File: config.mk
export PLATFORM = sky130hd
export DESIGN_NAME = hs_slave_rx
export DESIGN_NICKNAME = d
export VERILOG_FILES = /design/src/rtl/hs_rx_pkg.sv /design/src/rtl/hs_rx_sync.sv /design/src/rtl/hs_rx_ctrl.sv /design/src/rtl/hs_slave_rx.sv
export SDC_FILE = /design/constraint.sdc
export NUM_CORES = 1
export LEC_CHECK = 0
export CORE_AREA = 2 2 79 156
export CTS_CLUSTER_DIAMETER = 30
export DETAILED_ROUTE_END_ITERATION = 8
export DIE_AREA = 0 0 81 158
export DONT_BUFFER_PORTS = 1
export PLACE_DENSITY = 0.66
export SYNTH_ARGS = -nofsm -noshare
export SYNTH_HDL_FRONTEND = slang
export SYNTH_HIERARCHICAL = 1
export SYNTH_SLANG_ARGS = --single-unit
export TNS_END_PERCENT = 100
File: constraint.sdc
create_clock -name clk -period 2.6 [get_ports clk]
set_input_delay 0.52 -clock clk [delete_from_list [all_inputs] [get_ports clk]]
set_output_delay 0.52 -clock clk [all_outputs]
set_load 0.1 [all_outputs]
File: src/rtl/hs_rx_pkg.sv
package hs_rx_pkg;
    localparam int HS_ADDR_W = 16;
    localparam int HS_DATA_W = 32;

    typedef enum logic [2:0] {
        ST_SAMPLE  = 3'd0,  // wait for ready with matching address
        ST_XFER    = 3'd1,  // word captured, count assert delay
        ST_RAISE   = 3'd2,  // raise ack, consume one word
        ST_HOLD    = 3'd3,  // wait for ready to fall
        ST_DROP    = 3'd4   // count release delay, then lower ack
    } hs_state_e;
endpackage

File: src/rtl/hs_rx_sync.sv
module hs_rx_sync #(
    parameter int W      = 1,
    parameter int STAGES = 2
) (
    input  logic         clk,
    input  logic         rst_n,
    input  logic [W-1:0] d,
    output logic [W-1:0] q
);
    logic [W-1:0] stage_q [STAGES];

    for (genvar g = 0; g < STAGES; g++) begin : g_stage
        if (g == 0) begin : g_first
            always_ff @(posedge clk or negedge rst_n) begin
                if (!rst_n) stage_q[g] <= '0;
                else        stage_q[g] <= d;
            end
        end else begin : g_next
            always_ff @(posedge clk or negedge rst_n) begin
                if (!rst_n) stage_q[g] <= '0;
                else        stage_q[g] <= stage_q[g-1];
            end
        end
    end

    assign q = stage_q[STAGES-1];
endmodule

File: src/rtl/hs_rx_ctrl.sv
module hs_rx_ctrl
    import hs_rx_pkg::*;
#(
    parameter int CNT_W   = 8,
    parameter int ACK_DLY = 3,
    parameter int REL_DLY = 2
) (
    input  logic                 clk,
    input  logic                 rst_n,
    input  logic                 start,
    input  logic [HS_ADDR_W-1:0] cfg_addr,
    input  logic [CNT_W-1:0]     cfg_words,
    input  logic                 rdy_s,
    input  logic [HS_ADDR_W-1:0] addr_s,
    input  logic [HS_DATA_W-1:0] bus_data,
    output logic                 bus_ack,
    output logic                 wr_en,
    output logic [CNT_W-1:0]     wr_idx,
    output logic [HS_DATA_W-1:0] wr_data,
    output logic                 done,
    output logic [HS_ADDR_W-1:0] tgt_addr
);
    localparam int MAX_DLY = (ACK_DLY > REL_DLY) ? ACK_DLY : REL_DLY;
    localparam int WAIT_W  = $clog2(MAX_DLY + 1);
    // ACK_DLY counts edges from the match to ack; XFER and RAISE take
    // at least one edge each, so the wait counter starts at ACK_DLY-2.
    localparam logic [WAIT_W-1:0] ACK_WAIT = WAIT_W'(ACK_DLY - 2);
    localparam logic [WAIT_W-1:0] REL_WAIT = WAIT_W'(REL_DLY - 1);

    typedef struct packed {
        hs_state_e              state;
        logic [WAIT_W-1:0]      wait_cnt;
        logic [CNT_W-1:0]       remain;
        logic [CNT_W-1:0]       idx;
        logic [HS_ADDR_W-1:0]   tgt;
        logic                   armed;
        logic                   ack;
        logic                   wr_en;
        logic [HS_DATA_W-1:0]   wr_data;
        logic                   done;
    } ctrl_t;

    ctrl_t r_q, r_d;

    always_comb begin
        r_d         = r_q;
        r_d.wr_en   = 1'b0;
        r_d.done    = 1'b0;
        unique case (r_q.state)
            ST_SAMPLE: begin
                if (start) begin
                    r_d.tgt    = cfg_addr;
                    r_d.remain = cfg_words;
                    r_d.idx    = '0;
                    if (cfg_words == '0) begin
                        r_d.done  = 1'b1;
                        r_d.armed = 1'b0;
                    end else begin
                        r_d.armed = 1'b1;
                    end
                end else if (r_q.armed && rdy_s && (addr_s == r_q.tgt)) begin
                    r_d.state    = ST_XFER;
                    r_d.wr_en    = 1'b1;
                    r_d.wr_data  = bus_data;
                    r_d.wait_cnt = ACK_WAIT;
                end
            end
            ST_XFER: begin
                if (r_q.wait_cnt == '0) r_d.state    = ST_RAISE;
                else                    r_d.wait_cnt = r_q.wait_cnt - 1'b1;
            end
            ST_RAISE: begin
                r_d.ack    = 1'b1;
                r_d.remain = r_q.remain - 1'b1;
                r_d.idx    = r_q.idx + 1'b1;
                r_d.state  = ST_HOLD;
            end
            ST_HOLD: begin
                if (!rdy_s) begin
                    r_d.state    = ST_DROP;
                    r_d.wait_cnt = REL_WAIT;
                end
            end
            ST_DROP: begin
                if (r_q.wait_cnt == '0) begin
                    r_d.ack   = 1'b0;
                    r_d.state = ST_SAMPLE;
                    if (r_q.remain == '0) begin
                        r_d.done  = 1'b1;
                        r_d.armed = 1'b0;
                    end
                end else begin
                    r_d.wait_cnt = r_q.wait_cnt - 1'b1;
                end
            end
            default: r_d.state = ST_SAMPLE;
        endcase
    end

    always_ff @(posedge clk or negedge rst_n) begin
        if (!rst_n) begin
            r_q.state    <= ST_SAMPLE;
            r_q.wait_cnt <= '0;
            r_q.remain   <= '0;
            r_q.idx      <= '0;
            r_q.tgt      <= '0;
            r_q.armed    <= 1'b0;
            r_q.ack      <= 1'b0;
            r_q.wr_en    <= 1'b0;
            r_q.wr_data  <= '0;
            r_q.done     <= 1'b0;
        end else begin
            r_q <= r_d;
        end
    end

    assign bus_ack  = r_q.ack;
    assign wr_en    = r_q.wr_en;
    assign wr_idx   = r_q.idx;
    assign wr_data  = r_q.wr_data;
    assign done     = r_q.done;
    assign tgt_addr = r_q.tgt;
endmodule

File: src/rtl/hs_slave_rx.sv
module hs_slave_rx
    import hs_rx_pkg::*;
#(
    parameter int CNT_W       = 8,
    parameter int ACK_DLY     = 3,   // >= 2
    parameter int REL_DLY     = 2,   // >= 1
    parameter int SYNC_STAGES = 2
) (
    input  logic                 clk,
    input  logic                 rst_n,
    input  logic                 start,
    input  logic [HS_ADDR_W-1:0] cfg_addr,
    input  logic [CNT_W-1:0]     cfg_words,
    input  logic                 bus_ready,
    input  logic [HS_ADDR_W-1:0] bus_addr,
    input  logic [HS_DATA_W-1:0] bus_data,
    output logic                 bus_ack,
    output logic                 wr_en,
    output logic [CNT_W-1:0]     wr_idx,
    output logic [HS_DATA_W-1:0] wr_data,
    output logic                 done
);
    localparam int SYNC_W = HS_ADDR_W + 1;

    logic [SYNC_W-1:0]    sync_q;
    logic                 ready_sync;
    logic [HS_ADDR_W-1:0] addr_sync;
    logic [HS_ADDR_W-1:0] tgt_addr;

    hs_rx_sync #(.W(SYNC_W), .STAGES(SYNC_STAGES)) u_sync (
        .clk   (clk),
        .rst_n (rst_n),
        .d     ({bus_ready, bus_addr}),
        .q     (sync_q)
    );

    assign ready_sync = sync_q[SYNC_W-1];
    assign addr_sync  = sync_q[HS_ADDR_W-1:0];

    hs_rx_ctrl #(.CNT_W(CNT_W), .ACK_DLY(ACK_DLY), .REL_DLY(REL_DLY)) u_ctrl (
        .clk       (clk),
        .rst_n     (rst_n),
        .start     (start),
        .cfg_addr  (cfg_addr),
        .cfg_words (cfg_words),
        .rdy_s     (ready_sync),
        .addr_s    (addr_sync),
        .bus_data  (bus_data),
        .bus_ack   (bus_ack),
        .wr_en     (wr_en),
        .wr_idx    (wr_idx),
        .wr_data   (wr_data),
        .done      (done),
        .tgt_addr  (tgt_addr)
    );
endmodule

# Yosys cells after proc, flatten, opt, wreduce, memory -nomap -nowiden
# Index checks and enable logic that the tools add are counted.
# W data, S select, Z words.
# op_classes
n_bitwise	1
n_mux	23
n_eq_ne	13
addsub	3
reduce_logical	18
# op_table
op	n
$mux W33	4
$pmux W16 S2	1
$eq A16 B16 Y1	1
$logic_not A8 Y1	2
$mux W5	3
$pmux W3 S5	1
$reduce_and A5 Y1	2
$add A8 B1 Y8 const B	1
$ne A2 B1 Y1 const B	4
$ne A2 B2 Y1 const B	4
$sub A8 B1 Y8 const B	1
$eq A3 B2 Y1 const B	2
$mux W1	6
$mux W3	2
$pmux W1 S2	3
$pmux W2 S3	1
$reduce_and A2 Y1	3
$reduce_bool A2 Y1	3
$mux W2	2
$reduce_and A4 Y1	1
$eq A3 B1 Y1 const B	1
$eq A3 B3 Y1 const B	1
$logic_not A3 Y1	1
$reduce_and A3 Y1	1
6 further kinds	7
# word_totals
register_bits	107
inputBits	76
word_cells	70
out_inout_bits	43

# Depth between registers and ports, before layout
# logic_depth
word_depth	5
depth_mapped	7
mapped_depth_nobuf	7

# Modules after synthesis
# Netlist, hierarchy kept.
# modules_own_cells
mod	seq_area_each_um2	cells_per_inst	area_each_um2	instances
hs_rx_ctrl	1826.8	363	3880.0	1
hs_rx_sync	850.8	51	978.4	1

# Least setup slack after synthesis
# OpenSTA, ideal clock, no wires.
# synth_path
kind	register -> register
startpoint	reg u_ctrl/r_q[60] in the netlist's numbering
endpoint	reg u_ctrl/r_q[35] in the netlist's numbering
setup_ns	0.120
n_path_buf	0
arrival_ns	1.650
required_ns	2.480
synth_period_minus_slack_ns	1.770
path_slack_ns	0.830
stages_incl_launch_ff	6
path_cell_list	dfrtp_1 -> inv_1 -> ha_1 -> or3b_2 -> or4_1 -> a31o_2
# synth_via
elab_chain_len	3
# synth_lines
element	line	source
start, declared	hs_rx_ctrl.sv:43	ctrl_t r_q, r_d;
start signal, assigned	hs_rx_ctrl.sv:113	r_q <= r_d;
$logic_not A8 Y1	hs_rx_ctrl.sv:88	if (r_q.remain == '0) begin
$ne A2 B1 Y1 (no source line)	n/a	
$reduce_and A4 Y1 (no source line)	n/a	
# No other way between the ends.
# A chain may end at the register's enable or synchronous reset.

# Worst setup path after layout
# layout_path
startpoint	reg u_ctrl.r_q (netlist bit u_ctrl/tgt_addr[3])
endpoint	reg u_ctrl/wr_data[23] (netlist name)
# layout_via
elab_chain_len	3
# layout_lines
element	line	source
$eq A16 B16 Y1	hs_rx_ctrl.sv:61	end else if (r_q.armed && rdy_s && (addr_s == r_q.tgt)) begin
$logic_and A1 B1 Y1	hs_rx_ctrl.sv:61	
$reduce_and A3 Y1 (no source line)	n/a	
# No other way between the ends.

==> impl_results.md <==
- Pin count of the biggest net entering global routing: between 100 and 150
- GR Layer Usage met1: 0.167
- Clk root buf: clkbuf_16
- Worst Path Required: approximately 2800 ps
- VDD IR max: about 0.00061 V
- GR Util All Layers: 0.148
- Worst Path Arrival: between 2000 and 2500 ps
- P_leak: approximately 2.4 nW
- Chip height: 158 µm
- Via Count: about 2700
- Gr ovfl total: 0
- Pins Over Slew Limit: 0
- I/O Buffers: 0
- Register-to-register setup slack: between 500 and 600 ps
- Seq pwr share: 0.444
- Critical path startpoint category: flip-flop
- Synth Area per Inst: about 12 µm²
- Syn. warnings: 6
- Switching Share: 0.351
- Worst Path Max Fanout: 32
- Synthesized area: between 0.004 and 0.005 mm²
- # DRC: 0
- P_sw: between 1.5 and 2 mW
- Inserted Clock Buffers: 9
- Storage element area: around 0.0027 mm²
- Syn nets: ~480
- Hold_ws: -138 ps
- Num Clock Sinks: approximately 110
- DPL Wire Length: 6300 µm
- Power share of the combinational group: 0.259
- Cell Rows: 56
- Internal power: 3.16 mW
- Final setup violation count: 0
- Crit path time final: 2010 ps
- Gr busiest metal: met2
- Post-CTS setup repair buffer count: 0
- Maximum clock rate: 497 MHz
- Synth Instances: 398
- Setup Crit Path Kind: reg -> reg
- Routed vias/inst: between 5 and 6
- Worst-skew pair later-pin latency: between 300 and 400 ps
- PwrDens: 1010 mW/mm²
- WL/cell: 17.7 µm
- Initial antenna violation count: 0
- CP cell instances: xnor2_1, nand4_1, nor4_4, nand4_4, buf_4, mux2_4
- Clock slew at reported path FFs: roughly 80 ps
- M2 GR Usage: 0.257
- Crit end category: flip-flop
- RSZ-0062 raised after global routing: false
- Initial detailed-routing violation count: 279
- CTS max path bufs: 2
- Core area: about 0.012 mm²
- Failing checks: negative hold slack
- Vias in the first global route: between 2000 and 3000
- Clock power share: 0.297
- Final ANT Viol Nets: 0
- I/O pin count: 119
- Clk_skew: 12.3 ps
- Routability cong.: slightly below 0.8
- Area occupied by multi-input gates: between 0.0015 and 0.002 mm²
- Max-cap violations: 0
- Share of layout cells above drive strength 1: 0.196
- Met3 GRT Util: 0.0365
- First-pass GRT wire length: between 10000 and 15000 µm
- Filler cells: about 1100
- Finished Core Util: 0.416
- Slew @ Worst Pin: between 900 and 1000 ps
- Setup tns final: 0 ps
- PostCTS Resize Cnt: 0
- Relative slew slack: 0.356
- Tightest Hold Check Type: in -> async
- Nets@finish: around 430
- Pre-antenna DRT Iters: 5
- Die area: approximately 0.013 mm²
- Status: complete, but fails checks
- Critical Path Max Stage Delay: between 300 and 400 ps
- TritonCTS clock tree: done
- Fin. Hold Viols: 107
- Power Total: 4.87 mW
- H-tree Lvls: 3
- Final worst-path cycle share: 0.774
- CP max-delay cell: dfrtp_1
- Initial Util: 0.407
- Die W: a little over 80 µm
- DRT Wirelength: around 8900 µm
- Antenna Cells: 0
- Synth-to-Final Area Change: 2.22%
==> through the flow <==
step / setup WS, ps / std cells / instance area [µm²]
detailed placement: 559 / 487 / 4520
CTS: 533 / 503 / 4840
global route: 434 / 503 / 4840
global placement: 566 / 487 / 4520
floorplan: 830 / 398 / 4740
finish: 586 / 503 / 4840
==> power by group through the flow <==
stage	logic, mW	clock network (mW)	registers (mW)
after floorplan	1.03	0	2.16
after global placement	1.20	0	2.18
after detailed placement	1.25	0	2.19
after CTS	1.25	1.50	2.16
after global routing	1.41	1.58	2.20
final	1.26	1.45	2.16
==> routing by layer <==
| metal | share of wire | up-vias |
|---|---|---|
| li1 | - | 1197 |
| met1 | 0.38 | 1324 |
| met2 | 0.55 | 117 |
| met3 | 0.054 | 16 |
| met4 | 0.019 | 0 |
| met5 | 0 | - |
==> placed cells by master, fill, tap and decap left out, types with 6 or more instances in the layout <==
master and n:
a21oi_1 7, nand3_1 8, dfrtp_1 107, o21ai_0 15, nor2_1 16, xor2_1 6
nand2_1 66, inv_1 9, clkbuf_16 9, buf_4 14, mux2_4 30, xnor2_1 9
==> cell type report <==
class	count	share of cell area
Clock buffer	9	0.0465
Inverter	9	0.00697
Timing Repair Buffer	14	0.0217
Multi-Input combinational cell	212	0.313
Sequential cell	107	0.553
Clock inverter	7	0.0212
Tap cell	145	0.0375
==> critical path, delay by kind of cell, from the launching register on <==
kind,cells,cell delay [ps]
flip-flops,1,390
multiplexers,1,360
buffers and inverters,1,310
XOR/XNOR,1,200
AND/OR/NAND/NOR,3,590
==> registers in the layout, indices dropped and copies added (netlist names) <==
| register | cells |
|---|---|
| u_ctrl/bus_ack | 1 |
| u_ctrl/wr_data | 32 |
| u_ctrl/wr_en | 1 |
| u_ctrl/r_q | 14 |
| u_ctrl/done | 1 |
| u_ctrl/wr_idx | 8 |
| u_sync/q | 17 |
| u_sync/stage_q | 17 |
| u_ctrl/tgt_addr | 16 |
==> worst paths after layout <==
check | from | to | cells after the start
worst min register to register | u_sync/stage_q[30]$_DFF_PN0_ | u_sync/q[13]$_DFF_PN0_ | 0
worst min-delay path | rst_n | u_ctrl/wr_idx[7]$_DFFE_PN0P_ | 0
min in group clk | bus_addr[3] | u_sync/stage_q[20]$_DFF_PN0_ | 0
worst max register to register | u_ctrl/tgt_addr[3]$_DFFE_PN0P_ | u_ctrl/wr_data[23]$_DFFE_PN0P_ | 6
max in group asynchronous | rst_n | u_ctrl/wr_data[23]$_DFFE_PN0P_ | 0
worst max-delay path | u_ctrl/tgt_addr[3]$_DFFE_PN0P_ | u_ctrl/wr_data[23]$_DFFE_PN0P_ | 6
No activity file was read; power rests on OpenSTA's default activity.
